**src/rtl/ift_pkg.sv**
```systemverilog
package ift_pkg;

    // Number of whole bytes needed to hold a given number of bits.
    function automatic int unsigned bytes_for_bits(input int unsigned nbits);
        return (nbits + 7) / 8;
    endfunction

endpackage

```
**src/rtl/ift_len_calc.sv**
```systemverilog
module ift_len_calc #(
    parameter int CNT_W      = 3,
    parameter int MAX_BLOCKS = 4,
    parameter int BLOCK_BITS = 36,
    parameter int LEN_BITS   = 6
) (
    input  logic [CNT_W-1:0]    blk_count,
    output logic [CNT_W-1:0]    eff_blocks,
    output logic [LEN_BITS-1:0] len_bytes
);
    logic [15:0] pay_bits;

    always_comb begin
        if (blk_count > CNT_W'(MAX_BLOCKS)) begin
            eff_blocks = CNT_W'(MAX_BLOCKS);
        end else begin
            eff_blocks = blk_count;
        end
        pay_bits  = 16'(eff_blocks) * 16'(BLOCK_BITS);
        len_bytes = LEN_BITS'((pay_bits + 16'd7) >> 3);
    end

endmodule

```
**src/rtl/ift_frame_build.sv**
```systemverilog
module ift_frame_build #(
    parameter int RESP_BITS  = 36,
    parameter int TAG_BITS   = 4,
    parameter int LEN_BITS   = 6,
    parameter int CNT_W      = 3,
    parameter int MAX_BLOCKS = 4,
    parameter int BLOCK_BITS = 36,
    parameter int PAY_W      = 144,
    parameter int PAYB       = 144,
    localparam int FW        = RESP_BITS + TAG_BITS + LEN_BITS + PAYB
) (
    input  logic                 rsp_valid,
    input  logic [RESP_BITS-1:0] rsp_word,
    input  logic [TAG_BITS-1:0]  stream_tag,
    input  logic [CNT_W-1:0]     eff_blocks,
    input  logic [LEN_BITS-1:0]  len_bytes,
    input  logic [PAY_W-1:0]     sample_data,
    output logic [FW-1:0]        frame
);
    logic [PAY_W-1:0] kept;
    logic [PAYB-1:0]  pay_field;
    logic             has_stream;

    // Blocks at or above the effective count are forced to zero so that
    // the byte padding after the last sent block is zero as well.
    for (genvar b = 0; b < MAX_BLOCKS; b++) begin : g_blk
        assign kept[PAY_W-1-b*BLOCK_BITS -: BLOCK_BITS] =
            (CNT_W'(b) < eff_blocks) ? sample_data[PAY_W-1-b*BLOCK_BITS -: BLOCK_BITS]
                                     : '0;
    end

    assign has_stream = (eff_blocks != '0);
    assign pay_field  = PAYB'(kept) << (PAYB - PAY_W);

    assign frame = { (rsp_valid  ? rsp_word   : {RESP_BITS{1'b0}}),
                     (has_stream ? stream_tag : {TAG_BITS{1'b0}}),
                     (has_stream ? len_bytes  : {LEN_BITS{1'b0}}),
                     pay_field };

endmodule

```
**src/rtl/ift_serializer.sv**
```systemverilog
module ift_serializer #(
    parameter int FW = 190
) (
    input  logic          clk,
    input  logic          rst_n,
    input  logic          load,
    input  logic [FW-1:0] frame,
    output logic          line
);
    typedef struct packed {
        logic [FW-1:0] shreg;
        logic          line;
    } ser_t;

    ser_t ser_d;
    ser_t ser_q;

    always_comb begin
        ser_d = ser_q;
        if (load) begin
            ser_d.line  = frame[FW-1];
            ser_d.shreg = frame << 1;
        end else begin
            ser_d.line  = ser_q.shreg[FW-1];
            ser_d.shreg = ser_q.shreg << 1;
        end
    end

    always_ff @(posedge clk or negedge rst_n) begin
        if (!rst_n) begin
            ser_q <= '0;
        end else begin
            ser_q <= ser_d;
        end
    end

    assign line = ser_q.line;

endmodule

```
**src/rtl/inbound_frame_tx.sv**
```systemverilog
module inbound_frame_tx #(
    parameter int RESP_BITS   = 36,
    parameter int TAG_BITS    = 4,
    parameter int LEN_BITS    = 6,
    parameter int SAMPLE_BITS = 12,
    parameter int CHANNELS    = 3,
    parameter int MAX_BLOCKS  = 4,
    localparam int BLOCK_BITS = SAMPLE_BITS * CHANNELS,
    localparam int PAY_W      = BLOCK_BITS * MAX_BLOCKS,
    localparam int CNT_W      = $clog2(MAX_BLOCKS + 1)
) (
    input  logic                 clk,
    input  logic                 rst_n,
    input  logic                 frame_sync,
    input  logic                 rsp_valid,
    input  logic [RESP_BITS-1:0] rsp_word,
    input  logic [TAG_BITS-1:0]  stream_tag,
    input  logic [CNT_W-1:0]     blk_count,
    input  logic [PAY_W-1:0]     sample_data,
    output logic                 sdi
);
    import ift_pkg::*;

    localparam int PAYB = 8 * int'(bytes_for_bits(PAY_W));
    localparam int FW   = RESP_BITS + TAG_BITS + LEN_BITS + PAYB;

    logic [CNT_W-1:0]    eff_blocks;
    logic [LEN_BITS-1:0] len_bytes;
    logic [FW-1:0]       frame;

    ift_len_calc #(
        .CNT_W      (CNT_W),
        .MAX_BLOCKS (MAX_BLOCKS),
        .BLOCK_BITS (BLOCK_BITS),
        .LEN_BITS   (LEN_BITS)
    ) len_i (
        .blk_count  (blk_count),
        .eff_blocks (eff_blocks),
        .len_bytes  (len_bytes)
    );

    ift_frame_build #(
        .RESP_BITS  (RESP_BITS),
        .TAG_BITS   (TAG_BITS),
        .LEN_BITS   (LEN_BITS),
        .CNT_W      (CNT_W),
        .MAX_BLOCKS (MAX_BLOCKS),
        .BLOCK_BITS (BLOCK_BITS),
        .PAY_W      (PAY_W),
        .PAYB       (PAYB)
    ) build_i (
        .rsp_valid   (rsp_valid),
        .rsp_word    (rsp_word),
        .stream_tag  (stream_tag),
        .eff_blocks  (eff_blocks),
        .len_bytes   (len_bytes),
        .sample_data (sample_data),
        .frame       (frame)
    );

    ift_serializer #(
        .FW (FW)
    ) ser_i (
        .clk   (clk),
        .rst_n (rst_n),
        .load  (frame_sync),
        .frame (frame),
        .line  (sdi)
    );

endmodule

```
**config.mk**
```make
export PLATFORM = sky130hd
export DESIGN_NAME = inbound_frame_tx
export DESIGN_NICKNAME = d
export VERILOG_FILES = /design/src/rtl/ift_pkg.sv /design/src/rtl/ift_len_calc.sv /design/src/rtl/ift_frame_build.sv /design/src/rtl/ift_serializer.sv /design/src/rtl/inbound_frame_tx.sv
export SDC_FILE = /design/constraint.sdc
export NUM_CORES = 1
export LEC_CHECK = 0
export BUFFER_PORTS_ARGS = -buffer_cell sky130_fd_sc_hd__buf_2
export CAP_MARGIN = 5
export CORE_MARGIN = 2
export CORE_UTILIZATION = 55
export CTS_BUF_LIST = sky130_fd_sc_hd__clkbuf_8 sky130_fd_sc_hd__clkbuf_16
export DETAILED_ROUTE_END_ITERATION = 8
export GPL_ROUTABILITY_DRIVEN = 0
export PLACE_DENSITY = 0.94
export SLEW_MARGIN = 5
export SYNTH_ARGS = -nofsm -noshare
export SYNTH_HDL_FRONTEND = slang
export SYNTH_SLANG_ARGS = --single-unit
export TNS_END_PERCENT = 1
```
**constraint.sdc**
```tcl
create_clock -name clk -period 2.18 [get_ports clk]
set_input_delay 0.327 -clock clk [delete_from_list [all_inputs] [get_ports clk]]
set_output_delay 0.327 -clock clk [all_outputs]
set_load 0.01 [all_outputs]
```
==> impl_metrics.tcl <==
set metrics [dict create \
    skew_ps 8.041 \
    fmax_ghz 0.8072 \
    dp_cells 893 \
    root_buffer "clkbuf_16" \
    synthCells 564 \
    critPathBufInv 1 \
    synth_xor_xnor_area_share 0 \
    critical_path.top_delay_family "flip-flops" \
    synth_top_family_by_area "compound AO/OA/AOI/OAI gates" \
    slew_violations 0 \
    clock-sinks 190 \
    p_leak_nw 4.321 \
    rows 42 \
    p_per_area_nw_per_um2 838.1 \
    overflow 0 \
    die_w_um 119.4 \
    cp_max_fo 1 \
    grt_usage 0.2369 \
    vdd_drop_max_mv 0.5942 \
    ys.warnings.count 0 \
    crit_slowest_cell "dfrtp_1" \
    die_area_um2 14250 \
    grt_first_pass_wirelength_um 26150 \
    worst_slew_pin_slew_ps 503.5 \
    worst_hold_path_type "input port to flop" \
    setup_tns_ps 0 \
    syn_to_final_growth_pct 21.19 \
    hold_violations 0 \
    vias 5097 \
    crit_chain "buf_2" \
    io_pins 192 \
    crit_required_ps 1850 \
    antenna_found_initial 0 \
    synth_nets 756 \
    endpoint_kind "primary output" \
    synthSimpleGateAreaFrac 0.06939 \
    stdcell_area_um2 8872 \
    nets 929 \
    ys_ff_latch 190 \
    status "complete, no violations" \
    layout.cells.non_filler 926 \
    clk_pin_slew_worst_paths_ps 60 \
    wl_um 16070 \
    placed_area_um2 8332 \
    grt_pass1_vias 5155 \
    dr.first_iter.drc_count 482 \
    wire_per_inst_um 17.35 \
    grt_max_degree 64 \
    maxCapViolations 0 \
    critPathKind "flop to primary output" \
    ant_nets 0 \
    setup_viol 0 \
    period_needed_ps 1239 \
    yosys.cell_types.count 27 \
    clk_latency_ps 420 \
    cp_slowest_stage_delay_ps 370 \
    syn_avg_cell_area_um2 12.98 \
    synth_mux_area_frac 0.001538 \
    htree_levels 4 \
    cts_tree "built" \
    slew_headroom 0.6643 \
    synthAdderAreaFrac 0.001709 \
    route.detailed.drc 0 \
    via_per_inst 5.504 \
    ys_seq_area_frac 0.6495 \
    cts_resized 0 \
    hpwl_um 10470 \
    finalCritPeriodShare 0.5682 \
    drive_above_1_share 0.3244 \
    fp.coreArea_um2 13140 \
    critical_path_arrival_ps 910 \
    fp.dieH_um 119.4 \
    synth-compound-area-share 0.2266 \
    clk_path_buf_depth 2 \
    numCtsBuffers 17 \
    initial_utilization 0.5572 \
    rsz0062_at_grt "false" \
    first_pass_iters 4 \
    portBuffers 191 \
    cp-start-kind "flop" \
    synth_area_um2 7321 \
]
-- sequential cells by signal, indices dropped and copies added (netlist names) --
signal / cells
ser_i.line: 1
ser_i.ser_q: 189
-- per-stage QoR --
stage / total power [mW] / hold WS [ps] / util / setup WS, ps
floorplan: 4.392 / 31.41 / - / 961.6
global placement: 4.712 / 342.4 / 0.6342 / 751.9
detailed placement: 4.749 / 349.5 / 0.6342 / 643.5
CTS: 7.511 / 103.7 / 0.6751 / 916.8
global route: 7.782 / 102.8 / 0.6751 / 898.9
finish: 7.436 / 124.4 / 0.6753 / 941.2
-- timing repair --
action	CTS	global route
hold buffers	1	0
endpoints found under the hold margin	58	0
setup buffers	0	0
-- per-layer routing --
metal  global-route usage  vias to the layer above  wire length [µm]
li1                     -                     2381                 -
met1               0.3325                     2541              6933
met2               0.3642                      161              7973
met3              0.06849                       14               935
met4              0.06985                        0               225
met5                    0                        -                 0
-- layout by cell type (no fill, tap or decap), types with 2 or more instances in the layout --
cell,instances
inv_1,6
o32ai_1,2
o2bb2ai_1,110
buf_4,11
clkinv_2,4
clkinvlp_4,4
o2bb2ai_2,2
a22o_1,70
nand2_1,116
buf_12,5
clkbuf_8,3
buf_2,189
clkinv_4,2
clkbuf_16,17
dfrtp_1,190
nor2b_1,2
-- worst paths after layout --
path                                  start               end  slack (ps)  cells past startpoint
setup / recovery                 ser_i.line               sdi         940                      1
hold / removal                 rsp_word[20]  ser_i.ser_q[176]         120                      2
setup reg to reg           ser_i.ser_q[174]  ser_i.ser_q[175]        1430                      1
hold reg to reg            ser_i.ser_q[149]  ser_i.ser_q[150]         450                      1
max in group asynchronous             rst_n   ser_i.ser_q[12]        1030                      3
min in group asynchronous             rst_n   ser_i.ser_q[49]         460                      2
-- synthesized netlist by cell type --
cell type,count,share of area
a22o_1,70,0.084
nand3_1,1,0.00068
inv_1,4,0.0021
buf_2,30,0.021
and2_1,1,0.00086
nand2_1,116,0.059
o32ai_1,2,0.0024
buf_4,4,0.0041
clkbuf_1,5,0.0026
inv_2,1,0.00051
a21oi_4,1,0.0022
and2_4,1,0.0012
o2bb2ai_2,2,0.0041
buf_6,14,0.022
o2bb2ai_1,110,0.13
nor2_2,1,0.00086
mux2_2,1,0.0015
and3_1,1,0.00086
a31oi_1,1,0.00086
nor2b_1,2,0.0017
dfrtp_1,190,0.65
nand3b_1,1,0.0010
nor2_1,1,0.00051
nor3_4,1,0.0022
a21o_1,1,0.0010
ha_1,1,0.0017
o21ai_0,1,0.00068
-- area by class of cell --
class | count | area [µm²]
inverter | 5 | 23.77
timing repair buffer | 207 | 1152
clock inverter | 12 | 75.07
sequential | 190 | 4755
multi-input combinational | 316 | 2191
tap | 176 | 220.2
fill | 972 | 4265
clock buffer | 19 | 452.9
antenna | 1 | 2.502
-- logic make-up (layout without fill, tap and decap cells) --
family / Yosys count / after routing
flip-flops: 190 / 190
AO/OA/AOI/OAI: 188 / 188
AND/OR/NAND/NOR: 126 / 126
buffers and inverters: 58 / 243
adder cells (fa/ha/maj): 1 / 1
multiplexers: 1 / 1
other: 0 / 1
-- power breakdown --
group	switching [mW]	total, mW	internal (mW)
clock network	1.25	2.75	1.50
logic	0.390	0.752	0.362
registers	0.107	3.94	3.83
total	1.75	7.44	5.69
No activity file was read; power rests on OpenSTA's default activity.
